## config.mk

```make
export PLATFORM = sky130hd
export DESIGN_NAME = divstep_unit
export DESIGN_NICKNAME = d
export VERILOG_FILES = /design/src/rtl/divstep_pkg.sv /design/src/rtl/divstep_addsub.sv /design/src/rtl/divstep_ctrl.sv /design/src/rtl/divstep_datapath.sv /design/src/rtl/divstep_unit.sv
export SDC_FILE = /design/constraint.sdc
export NUM_CORES = 1
export LEC_CHECK = 0
export ABC_AREA = 1
export BUFFER_PORTS_ARGS = -buffer_cell sky130_fd_sc_hd__buf_2
export CAP_MARGIN = 20
export CORE_MARGIN = 4
export CORE_UTILIZATION = 30
export CTS_BUF_LIST = sky130_fd_sc_hd__clkbuf_4
export DETAILED_ROUTE_END_ITERATION = 6
export HOLD_SLACK_MARGIN = 0.1
export PLACE_DENSITY = 0.59
export SLEW_MARGIN = 0
export SYNTH_ARGS = -nofsm -noshare
export SYNTH_HDL_FRONTEND = slang
export SYNTH_SLANG_ARGS = --single-unit
```

## constraint.sdc

```tcl
create_clock -name clk -period 3.25 [get_ports clk]
set_input_delay 0.325 -clock clk [delete_from_list [all_inputs] [get_ports clk]]
set_output_delay 0.325 -clock clk [all_outputs]
set_load 0.01 [all_outputs]
```

## src/rtl/divstep_pkg.sv

```systemverilog
package divstep_pkg;

  typedef enum logic [2:0] {
    CMD_NOP  = 3'd0,
    CMD_SETU = 3'd1,
    CMD_SETS = 3'd2,
    CMD_STEP = 3'd3,
    CMD_LDT  = 3'd4
  } divCmd_e;

  // strobes from control to datapath, at most one set per cycle
  typedef struct packed {
    logic clrFlags;
    logic loadSigns;
    logic doStep;
    logic loadT;
  } divCtrl_t;

endpackage

```

## src/rtl/divstep_addsub.sv

```systemverilog
module divstep_addsub #(
  parameter int WIDTH = 32
) (
  input  logic [WIDTH-1:0] aIn,
  input  logic [WIDTH-1:0] bIn,
  input  logic             subSel,
  output logic [WIDTH-1:0] resOut,
  output logic             cbOut
);
  localparam int EXT = WIDTH + 1;

  logic [WIDTH-1:0] bOp;
  logic [EXT-1:0]   sumExt;

  assign bOp    = subSel ? ~bIn : bIn;
  assign sumExt = {1'b0, aIn} + {1'b0, bOp} + {{WIDTH{1'b0}}, subSel};
  assign resOut = sumExt[WIDTH-1:0];
  // carry for add, borrow (inverted carry) for subtract
  assign cbOut  = subSel ? ~sumExt[WIDTH] : sumExt[WIDTH];
endmodule

```

## src/rtl/divstep_ctrl.sv

```systemverilog
module divstep_ctrl
  import divstep_pkg::*;
(
  input  logic [2:0] cmd,
  output divCtrl_t   ctrl
);
  always_comb begin
    ctrl = '0;
    case (cmd)
      CMD_SETU: ctrl.clrFlags  = 1'b1;
      CMD_SETS: ctrl.loadSigns = 1'b1;
      CMD_STEP: ctrl.doStep    = 1'b1;
      CMD_LDT:  ctrl.loadT     = 1'b1;
      default:  ctrl = '0;
    endcase
  end
endmodule

```

## src/rtl/divstep_datapath.sv

```systemverilog
module divstep_datapath
  import divstep_pkg::*;
#(
  parameter int WIDTH = 32
) (
  input  logic             clk,
  input  logic             rstN,
  input  divCtrl_t         ctrl,
  input  logic [WIDTH-1:0] opA,
  input  logic [WIDTH-1:0] opB,
  output logic [WIDTH-1:0] remOut,
  output logic             qFlag,
  output logic             mFlag,
  output logic             tFlag
);
  localparam int MSB = WIDTH - 1;

  logic [WIDTH-1:0] remReg;
  logic             qReg, mReg, tReg;
  logic [WIDTH-1:0] shifted;
  logic [WIDTH-1:0] stepRes;
  logic             doSub, carryBorrow, topBit, nextQ, nextT;

  assign topBit  = opA[MSB];
  assign shifted = {opA[MSB-1:0], tReg};
  assign doSub   = (qReg == mReg);

  divstep_addsub #(.WIDTH(WIDTH)) uAddSub (
    .aIn   (shifted),
    .bIn   (opB),
    .subSel(doSub),
    .resOut(stepRes),
    .cbOut (carryBorrow)
  );

  assign nextQ = topBit ^ carryBorrow ^ mReg;
  assign nextT = (nextQ == mReg);

  always_ff @(posedge clk or negedge rstN) begin
    if (!rstN) begin
      remReg <= '0;
      qReg   <= 1'b0;
      mReg   <= 1'b0;
      tReg   <= 1'b0;
    end else if (ctrl.clrFlags) begin
      qReg <= 1'b0;
      mReg <= 1'b0;
      tReg <= 1'b0;
    end else if (ctrl.loadSigns) begin
      qReg <= opA[MSB];
      mReg <= opB[MSB];
      tReg <= opA[MSB] ^ opB[MSB];
    end else if (ctrl.doStep) begin
      remReg <= stepRes;
      qReg   <= nextQ;
      tReg   <= nextT;
    end else if (ctrl.loadT) begin
      tReg <= opA[0];
    end
  end

  assign remOut = remReg;
  assign qFlag  = qReg;
  assign mFlag  = mReg;
  assign tFlag  = tReg;
endmodule

```

## src/rtl/divstep_unit.sv

```systemverilog
module divstep_unit
  import divstep_pkg::*;
#(
  parameter int WIDTH = 32
) (
  input  logic             clk,
  input  logic             rstN,
  input  logic [2:0]       cmd,
  input  logic [WIDTH-1:0] opA,
  input  logic [WIDTH-1:0] opB,
  output logic [WIDTH-1:0] remOut,
  output logic             qFlag,
  output logic             mFlag,
  output logic             tFlag
);
  divCtrl_t ctrl;

  divstep_ctrl uCtrl (
    .cmd (cmd),
    .ctrl(ctrl)
  );

  divstep_datapath #(.WIDTH(WIDTH)) uDp (
    .clk   (clk),
    .rstN  (rstN),
    .ctrl  (ctrl),
    .opA   (opA),
    .opB   (opB),
    .remOut(remOut),
    .qFlag (qFlag),
    .mFlag (mFlag),
    .tFlag (tFlag)
  );
endmodule

```

# ---- Word-level counts from Yosys, hierarchy flattened
# Cells that the tools add are included.
dict set report op_classes {
  add_sub_neg 2
  eq_ne 6
  mux 15
  bitwise 7
  n_reduce_logical 4
}
# operator count
set ops {}
lappend ops {{32-bit by 32-bit adder with 33-bit output} 1}
lappend ops {{33-bit by 1-bit adder with 33-bit output} 1}
lappend ops {{32-bit two-way mux} 1}
lappend ops {{32-bit NOT} 1}
lappend ops {{1-bit two-way mux} 14}
lappend ops {{3-bit by 2-bit equality test with 1-bit output (second input constant)} 2}
lappend ops {{4-bit nonzero test} 1}
lappend ops {{3-bit by 1-bit equality test with 1-bit output (second input constant)} 1}
lappend ops {{3-bit equality test (second input constant)} 1}
lappend ops {{1-bit NOT} 3}
lappend ops {{3-bit AND reduction} 1}
lappend ops {{3-bit nonzero test} 1}
lappend ops {{1-bit XOR} 3}
lappend ops {{1-bit equality test} 2}
lappend ops {{2-bit nonzero test} 1}
dict set report totals {
  reg_bits 35
  inputBits 69
  out_inout_bits 35
}

# ---- Logic depth before layout (Yosys ltp)
# Gate-level depths: netlist of run 1.
dict set report depth {
  ltp_word 12
  depth_mapped 22
}

# ---- By module
# A second synthesis of run 1 with hierarchy kept.
dict set report hier_totals {
  hier_cells 685
  area_unflattened_um2 4164.0
}
# mod instances cells_per_inst area_each_um2 seq_area_each_um2
set modules_own_cells {}
lappend modules_own_cells {divstep_addsub 1 497 2603.7 0.0}
lappend modules_own_cells {divstep_datapath 1 179 1526.5 875.8}
lappend modules_own_cells {divstep_ctrl 1 9 33.8 0.0}

# ---- Worst setup path after synthesis of run 1
# No wires, ideal clock.
dict set report synth_path {
  kind {flip-flop to flip-flop}
  startpoint {register uDp.qReg (netlist: uDp.qFlag)}
  endpoint {register uDp.remReg[21] (netlist: uDp.remOut[21])}
  setup_time_ns 0.117
  arrival_time_ns 2.414
  required_time_ns 3.133
  setup_slack_ns 0.718
  stages_incl_launch_ff 17
  path_buffers 1
  synth_period_minus_slack_ns 2.532
  path_cell_list {dfrtp_1 -> inv_1 -> nand2_1 -> nand2_4 -> buf_2 -> xor2_1 -> ha_1 -> a21o_1 -> a21oi_1 -> o21ai_4 -> nand3_1 -> nand2_1 -> nand2_1 -> nand2_1 -> or2_1 -> nand3_1 -> nand2_1}
}
dict set report synth_between {
  elab_chain_len 4
}
# item line
set synth_rtl {}
lappend synth_rtl {{start, declared} divstep_datapath.sv:19} ;# logic qReg, mReg, tReg;
lappend synth_rtl {{start signal, assigned} divstep_datapath.sv:50} ;# qReg <= opA[MSB];
lappend synth_rtl {{start signal, assigned} divstep_datapath.sv:55} ;# qReg <= nextQ;
lappend synth_rtl {{1-bit equality test *} divstep_datapath.sv:26} ;# assign doSub = (qReg == mReg);
lappend synth_rtl {{32-bit two-way mux} divstep_addsub.sv:15} ;# assign bOp = subSel ? ~bIn : bIn;
lappend synth_rtl {{32-bit by 32-bit adder with 33-bit output} divstep_addsub.sv:16} ;# assign sumExt = {1'b0, aIn} + {1'b0, bOp} + {{WIDTH{1'b0}}, subSel};
lappend synth_rtl {{33-bit by 1-bit adder with 33-bit output *} divstep_addsub.sv:16}
lappend synth_rtl {{end signal, assigned} divstep_datapath.sv:54} ;# remReg <= stepRes;
lappend synth_rtl {{end, declared} divstep_datapath.sv:18} ;# logic [WIDTH-1:0] remReg;
# Every way passes the cells marked *; elsewhere a longest branch is shown, timed or not.
# A chain may end at the register's enable or synchronous reset.

# ---- Worst setup path after layout of run 1
dict set report layout_path {
  startpoint {register uDp.qReg (netlist: uDp.qFlag)}
  endpoint {register uDp.tReg (netlist: uDp.tFlag)}
}
dict set report layout_between {
  elab_chain_len 12
}
# item line
set layout_rtl {}
lappend layout_rtl {{1-bit equality test *} divstep_datapath.sv:26}
lappend layout_rtl {{32-bit two-way mux} divstep_addsub.sv:15}
lappend layout_rtl {{32-bit by 32-bit adder with 33-bit output} divstep_addsub.sv:16}
lappend layout_rtl {{33-bit by 1-bit adder with 33-bit output} divstep_addsub.sv:16}
lappend layout_rtl {{1-bit NOT} divstep_addsub.sv:19} ;# assign cbOut = subSel ? ~sumExt[WIDTH] : sumExt[WIDTH];
lappend layout_rtl {{1-bit two-way mux *} divstep_addsub.sv:19}
lappend layout_rtl {{1-bit XOR * (2 in a row)} divstep_datapath.sv:36} ;# assign nextQ = topBit ^ carryBorrow ^ mReg;
lappend layout_rtl {{1-bit equality test *} divstep_datapath.sv:37} ;# assign nextT = (nextQ == mReg);
lappend layout_rtl {{1-bit two-way mux *} divstep_datapath.sv:53} ;# end else if (ctrl.doStep) begin
lappend layout_rtl {{1-bit two-way mux *} divstep_datapath.sv:49} ;# end else if (ctrl.loadSigns) begin
lappend layout_rtl {{1-bit two-way mux *} divstep_datapath.sv:45} ;# end else if (ctrl.clrFlags) begin
lappend layout_rtl {{end signal, assigned} divstep_datapath.sv:52} ;# tReg <= opA[MSB] ^ opB[MSB];
lappend layout_rtl {{end signal, assigned} divstep_datapath.sv:56} ;# tReg <= nextT;
lappend layout_rtl {{end signal, assigned} divstep_datapath.sv:58} ;# tReg <= opA[0];
lappend layout_rtl {{end, declared} divstep_datapath.sv:19}
# Marks and branches as above.

==> flow_metrics.tcl, run 1 <==
set metrics [dict create \
    outcome "finished clean" \
    drive_above_1_share 0.2080 \
    power_density_nw_per_um2 782.4 \
    arrival_ns 3.15 \
    antenna_found_initial 1 \
    dieArea_um2 14290 \
    cp_top_family "simple AND/OR/NAND/NOR gates" \
    crit_path_start_kind "register" \
    report.final.hold_viol_count 0 \
    nets 754 \
    pwr-share-clk 0.091 \
    setup_ws_ns 0.3547 \
    grt-ovfl-total 0 \
    h-tree-depth 2 \
    cts.path.max_buffers 2 \
    postCtsSetupBuffers 0 \
    worstPathRequired_ns 3.51 \
    syn_to_final_growth_pct 21.48 \
    wl_per_cell_um 14.04 \
    intPower_uw 1719 \
    yosysWarnings 0 \
    place_congestion 0.8840 \
    setup_tns_ns 0 \
    cpMaxStageDelayCell "dfrtp_1" \
    final_antenna_net_count 0 \
    rrSetupSlack_ns 0.35 \
    crit_buf_inv 2 \
    drc 0 \
    vias 3849 \
    path_clk_slew_ns 0.13 \
    num-fill-cells 1347 \
    tightest_slew_ns 0.8085 \
    synth_cells 549 \
    grt_use_total 0.1613 \
    fin_crit_sh 0.8909 \
    worstReg2RegEnd "uDp.tFlag$_DFFE_PN0P_" \
    core_um2 12110 \
    post-place-ws_ns 0.2647 \
    cts_tree "built" \
    ys_types 38 \
    max_stage_delay_ns 0.45 \
    slew_viol_final 0 \
    grt_start_max_net_pins 39 \
    clock_latency_ns 0.36 \
    cp_common_cell "nand2_1" \
    leakagePower_uw 0.002448 \
    die_h_um 119.6 \
    dpl.hpwl_um 9641 \
    portBuffers 103 \
    drt-pass1-iter-count 4 \
    end_kind "register" \
    grt_pass1_wl_um 18730 \
    p_sw_frac 0.5156 \
    cp_max_fo 34 \
    crit_path_end "uDp.tFlag$_DFFE_PN0P_" \
    viasPerCell 4.677 \
    grt_pass1_vias 3777 \
    dieWidth_um 119.6 \
    power_uw 3549 \
    pwr-share-comb 0.699 \
    fin_util 0.3745 \
    timing.rr.start "uDp.qFlag$_DFFE_PN0P_" \
    crit_start "uDp.qFlag$_DFFE_PN0P_" \
    synth_seq_area_share 0.2346 \
    switching_power_uw 1830 \
    rr_worst_depth 22 \
    max-slew-margin-rel 0.4610 \
    cap_violations 0 \
    peakVddDrop_v 0.0002598 \
    rsz0062_at_grt "no" \
    path_depth 22 \
    avgSynthCellArea_um2 6.801 \
    hold_path.class "input pin to register" \
    syn_area_um2 3734 \
    clock-sinks 35 \
    tritoncts.num_buffers 5 \
    fp-row-count 40 \
    syn_nets 650 \
    ys_ff_latch 35 \
    start_util 0.3083 \
    drt_iter0_markers 231 \
    fin_worst_skew_ns 0.01398 \
    fmax_mhz 345.4 \
    final.min_clock_period_ns 2.895 \
    critPathKind "register to register" \
    ios 104 \
    whs_ns 0.2427 \
    setup_viol 0 \
    cts_root_buffer "clkbuf_4" \
    cp_cell_sequence "inv_1 > nand2_1 > nand2_8 > o21ai_4 > inv_1 > fa_1 > nand2_1 > nand2_1 > nand3_1 > nand2_2 > nand2_2 > nand2_2 > nand2_2 > nand2_2 > nand2_2 > nand2_1 > nand2_1 > nand2_1 > nand2_1 > nand2_1 > nand2_1 > nand2_1" \
    seq_power_share 0.209 \
    wl_um 11550 \
]
[cell families after synthesis]
group / Yosys count / share of synthesized area
and+or+nand+nor: 267 / 0.3076
adders and majority gates: 32 / 0.1092
xor gates and xnor gates: 54 / 0.1267
buffers and inverters: 72 / 0.07373
DFF: 35 / 0.2346
AOI/OAI and AO/OA: 89 / 0.1481
[layout make-up]
type,instances,area [um^2],share of cell area
antenna,1,2.502,0.0005517
clock buffer,5,37.54,0.008276
clock inverter,3,38.79,0.008552
inverter,63,236.5,0.05214
multi-input combinational,442,2594,0.5719
sequential,35,875.8,0.1931
tap,168,210.2,0.04634
timing repair buffer,106,540.5,0.1192
[Yosys cell counts]
cell	count	area, um^2
and2_1	1	6.260
fa_1	1	20.02
nand2_1	163	611.8
inv_2	2	7.510
nor3b_2	1	12.51
xor2_1	44	385.4
or2_0	1	6.260
nand4_1	4	25.02
nor2_1	44	165.2
a21oi_1	24	120.1
or2_2	1	6.260
nand3b_1	6	45.04
dfrtp_1	35	875.8
o21ai_0	24	120.1
ha_1	31	387.9
o21ai_4	2	32.53
o2111ai_1	1	8.760
a211oi_1	2	15.01
o21bai_1	11	82.58
clkinv_1	1	3.750
nand2_4	1	11.26
a21o_1	10	75.07
nor3_2	3	30.03
nor2_2	1	6.260
o21ai_1	2	10.01
a31oi_1	9	56.30
clkbuf_1	5	18.77
nand3_1	24	120.1
buf_2	4	20.02
nand2_2	10	62.56
xnor2_1	10	87.58
o211ai_1	2	15.01
nor3_1	3	15.01
nor4_1	1	6.260
a21oi_2	2	17.52
inv_1	60	225.2
or2_1	2	12.51
and3_1	1	6.260
[power by group through the flow]
stage / clock network (uW) / registers [uW] / logic [uW]
2_1_floorplan: 0 / 825 / 1650
3_3_place_gp: 0 / 748 / 2450
4_1_cts: 338 / 743 / 2490
3_5_place_dp: 0 / 753 / 2470
5_1_grt: 349 / 766 / 2800
6_report: 325 / 743 / 2480
[how the worst min path moves through the flow]
stage / startpoint / to / cells past startpoint
after global placement: uDp.remOut[1]$_DFFE_PN0P_ / uDp.remOut[1]$_DFFE_PN0P_ / 2
after CTS: opB[31] / uDp.mFlag$_DFFE_PN0N_ / 3
after detailed placement: uDp.remOut[1]$_DFFE_PN0P_ / uDp.remOut[1]$_DFFE_PN0P_ / 2
after floorplan: rstN / uDp.mFlag$_DFFE_PN0N_ / 0
after global routing: opB[31] / uDp.mFlag$_DFFE_PN0N_ / 3
final: opB[31] / uDp.mFlag$_DFFE_PN0N_ / 3
[worst min-delay path, delay by kind of cell]
kind	cells	cell delay, ns
buf+inv	1	0.13
simple gates	1	0.06
compound gates	1	0.06
[metal layers]
layer  wire [um]  global-route usage  part of all wire  vias up
li1            -                   -                 -     1993
met3         639             0.02262             0.055        9
met1        5780              0.2273              0.50     1745
met5           0                   0                 0        -
met4         159             0.04438             0.014        0
met2        4972              0.2585              0.43      102
[metrics by stage]
stage | instances | area, um^2
floorplan | 549 | 3734
global placement | 813 | 4436
detailed placement | 813 | 4436
CTS | 822 | 4522
global route | 823 | 4536
finish | 823 | 4536
[layout by cell type (no fill, tap or decap), drive strengths merged, types with 2 or more instances in the layout]
master and instances:
nand2 174, buf 105, inv 62, nor2 45
xor2 44, dfrtp 35, ha 31, o21ai 28
a21oi 26, nand3 24, o21bai 11, a21o 10
xnor2 10, a31oi 9, nand3b 6, nor3 6
clkbuf 5, nand4 4, or2 4, clkinv 3
o211ai 2, a211oi 2
[registers in the layout, summed over array words and instances, names as in the netlist]
name        cells
uDp.mFlag       1
uDp.tFlag       1
uDp.qFlag       1
uDp.remOut     32
[repair_timing]
| item | 4_1_cts | 5_1_grt |
|---|---|---|
| gates resized for setup | 0 | 2 |
| hold buffers | 1 | 0 |
| endpoints found under the hold margin | 35 | 0 |
| setup endpoints to repair | 0 | 6 |
Power figures use the tool's default switching activity.
==> run 2: changes to the inputs <==
clock period = 3.7 ns   (was 3.25 ns; I/O delays follow)
==> flow_metrics.tcl, run 2 (synthesis results as in run 1) <==
set metrics [dict create \
    grt_pass1_wl_um 19150 \
    num-fill-cells 1372 \
    setup_viol 0 \
    crit_buf_inv 2 \
    wl_um 11620 \
    max_stage_delay_ns 0.44 \
    fin_crit_sh 0.8124 \
    timing.rr.start "uDp.qFlag$_DFFE_PN0P_" \
    clock-sinks 35 \
    drt-pass1-iter-count 5 \
    setup_tns_ns 0 \
    h-tree-depth 2 \
    fp-row-count 40 \
    hold_path.class "input pin to asynchronous set/reset pin" \
    cp_cell_sequence "inv_1 > nand2_1 > nand2_4 > o21ai_4 > inv_1 > fa_1 > nand2_1 > nand2_1 > nand3_1 > nand2_2 > nand2_2 > nand2_2 > nand2_2 > nand2_2 > nand2_2 > nand2_1 > nand2_1 > nand2_1 > nand2_1 > nand2_1 > nand2_1 > nand2_1" \
    dieArea_um2 14290 \
    core_um2 12110 \
    place_inst 813 \
    end_kind "register" \
    pwr-share-comb 0.716 \
    slew_viol_final 0 \
    cpMaxStageDelayCell "dfrtp_1" \
    dpl.hpwl_um 9719 \
    syn_to_final_growth_pct 20.27 \
    ios 104 \
    peakVddDrop_v 0.0001934 \
    worstPathRequired_ns 3.95 \
    dieWidth_um 119.6 \
    intPower_uw 1444 \
    drive_above_1_share 0.2052 \
    outcome "finished clean" \
    grt-ovfl-total 0 \
    cts_tree "built" \
    viasPerCell 4.690 \
    rsz0062_at_grt "no" \
    final.min_clock_period_ns 3.006 \
    regArea_um2 875.8 \
    drc 0 \
    cts_resized 0 \
    cp_max_fo 34 \
    arrival_ns 3.26 \
    critPathKind "register to register" \
    final_antenna_net_count 0 \
    leakagePower_uw 0.002432 \
    fin_util 0.3708 \
    drt_iter0_markers 322 \
    place_congestion 0.8865 \
    seq_power_share 0.212 \
    cts.path.max_buffers 2 \
    cap_violations 0 \
    tightest_slew_ns 0.8260 \
    rr_worst_depth 22 \
    switching_power_uw 1611 \
    cp_common_cell "nand2_1" \
    tritoncts.num_buffers 5 \
    fmax_mhz 332.7 \
    max-slew-margin-rel 0.4493 \
    cts_root_buffer "clkbuf_4" \
    report.final.hold_viol_count 0 \
    layout_common_cells "nand2_1 (163), buf_2 (103), inv_1 (60), xor2_1 (44), nor2_1 (44)" \
    path_clk_slew_ns 0.12 \
    fin_worst_skew_ns 0.01450 \
    power_density_nw_per_um2 680.4 \
    nets 753 \
    postCtsSetupBuffers 0 \
    vias 3855 \
    antenna_found_initial 1 \
    start_util 0.3083 \
    largest_reg_flops 32 \
    crit_path_start_kind "register" \
    clock_latency_ns 0.36 \
    worstReg2RegEnd "uDp.tFlag$_DFFE_PN0P_" \
    cp_top_family "simple AND/OR/NAND/NOR gates" \
    grt_pass1_vias 3946 \
    grt_start_max_net_pins 39 \
    stdcell_count 822 \
    pwr-share-clk 0.072 \
    portBuffers 103 \
    multi_input_area_um2 2582 \
    die_h_um 119.6 \
    final_common_cell "nand2_1" \
    wl_per_cell_um 14.14 \
    rrSetupSlack_ns 0.69 \
    grt_use_total 0.1650 \
    p_sw_frac 0.5273 \
    ctsHoldBuffers 0 \
]
run 2: changes by cell type in the layout (fill, tap and decap cells not counted), sizes merged:
| cell | previous run | this run |
|---|---|---|
| clkbuf | 5 | 6 |
| dlygate4sd3 | 1 | 0 |
| bufinv | 1 | 0 |
run 2: routing by layer:
metal	global-route usage	share of wire	vias to the layer above
li1	-	-	1977
met1	0.2351	0.50	1757
met2	0.2641	0.44	113
met3	0.01979	0.048	8
met4	0.04510	0.011	0
met5	0	0	-
run 2: stage by stage:
stage / setup slack [ns] / instance area (um^2) / hold slack [ns] / total power, uW
global route: 0.3778 / 4491 / 0.1593 / 3384
detailed placement: 0.7035 / 4436 / 0.4620 / 2840
CTS: 0.6584 / 4488 / 0.1138 / 3073
global placement: 0.7750 / 4436 / 0.4509 / 2808
finish: 0.6940 / 4491 / 0.09427 / 3056
floorplan: 1.168 / 3734 / 0.07441 / 2172
run 2: power by group through the flow:
stage          Combinational (uW)  Sequential (uW)  Clock (uW)
2_1_floorplan                1450              725           0
3_3_place_gp                 2150              657           0
3_5_place_dp                 2180              658           0
4_1_cts                      2190              650         231
5_1_grt                      2470              671         241
6_report                     2190              649         219
run 2: worst max path at each step:
stage | startpoint | endpoint | slack (ns) | cells after the start
3_3_place_gp | uDp.qFlag$_DFFE_PN0P_ | uDp.tFlag$_DFFE_PN0P_ | 0.77 | 22
5_1_grt | uDp.qFlag$_DFFE_PN0P_ | uDp.remOut[26]$_DFFE_PN0P_ | 0.38 | 16
4_1_cts | uDp.qFlag$_DFFE_PN0P_ | uDp.tFlag$_DFFE_PN0P_ | 0.66 | 22
6_report | uDp.qFlag$_DFFE_PN0P_ | uDp.tFlag$_DFFE_PN0P_ | 0.69 | 22
2_1_floorplan | uDp.qFlag$_DFFE_PN0P_ | uDp.remOut[21]$_DFFE_PN0P_ | 1.17 | 16
3_5_place_dp | uDp.qFlag$_DFFE_PN0P_ | uDp.tFlag$_DFFE_PN0P_ | 0.70 | 22
run 2: layout make-up:
type,count,share of cell area
multi-input cells,442,0.5751
repair buffers,105,0.1181
inverters,63,0.05266
well taps,168,0.04681
clock buffers,6,0.01003
clock inverters,2,0.001672
flip-flops and latches,35,0.1950
diodes,1,0.0005573
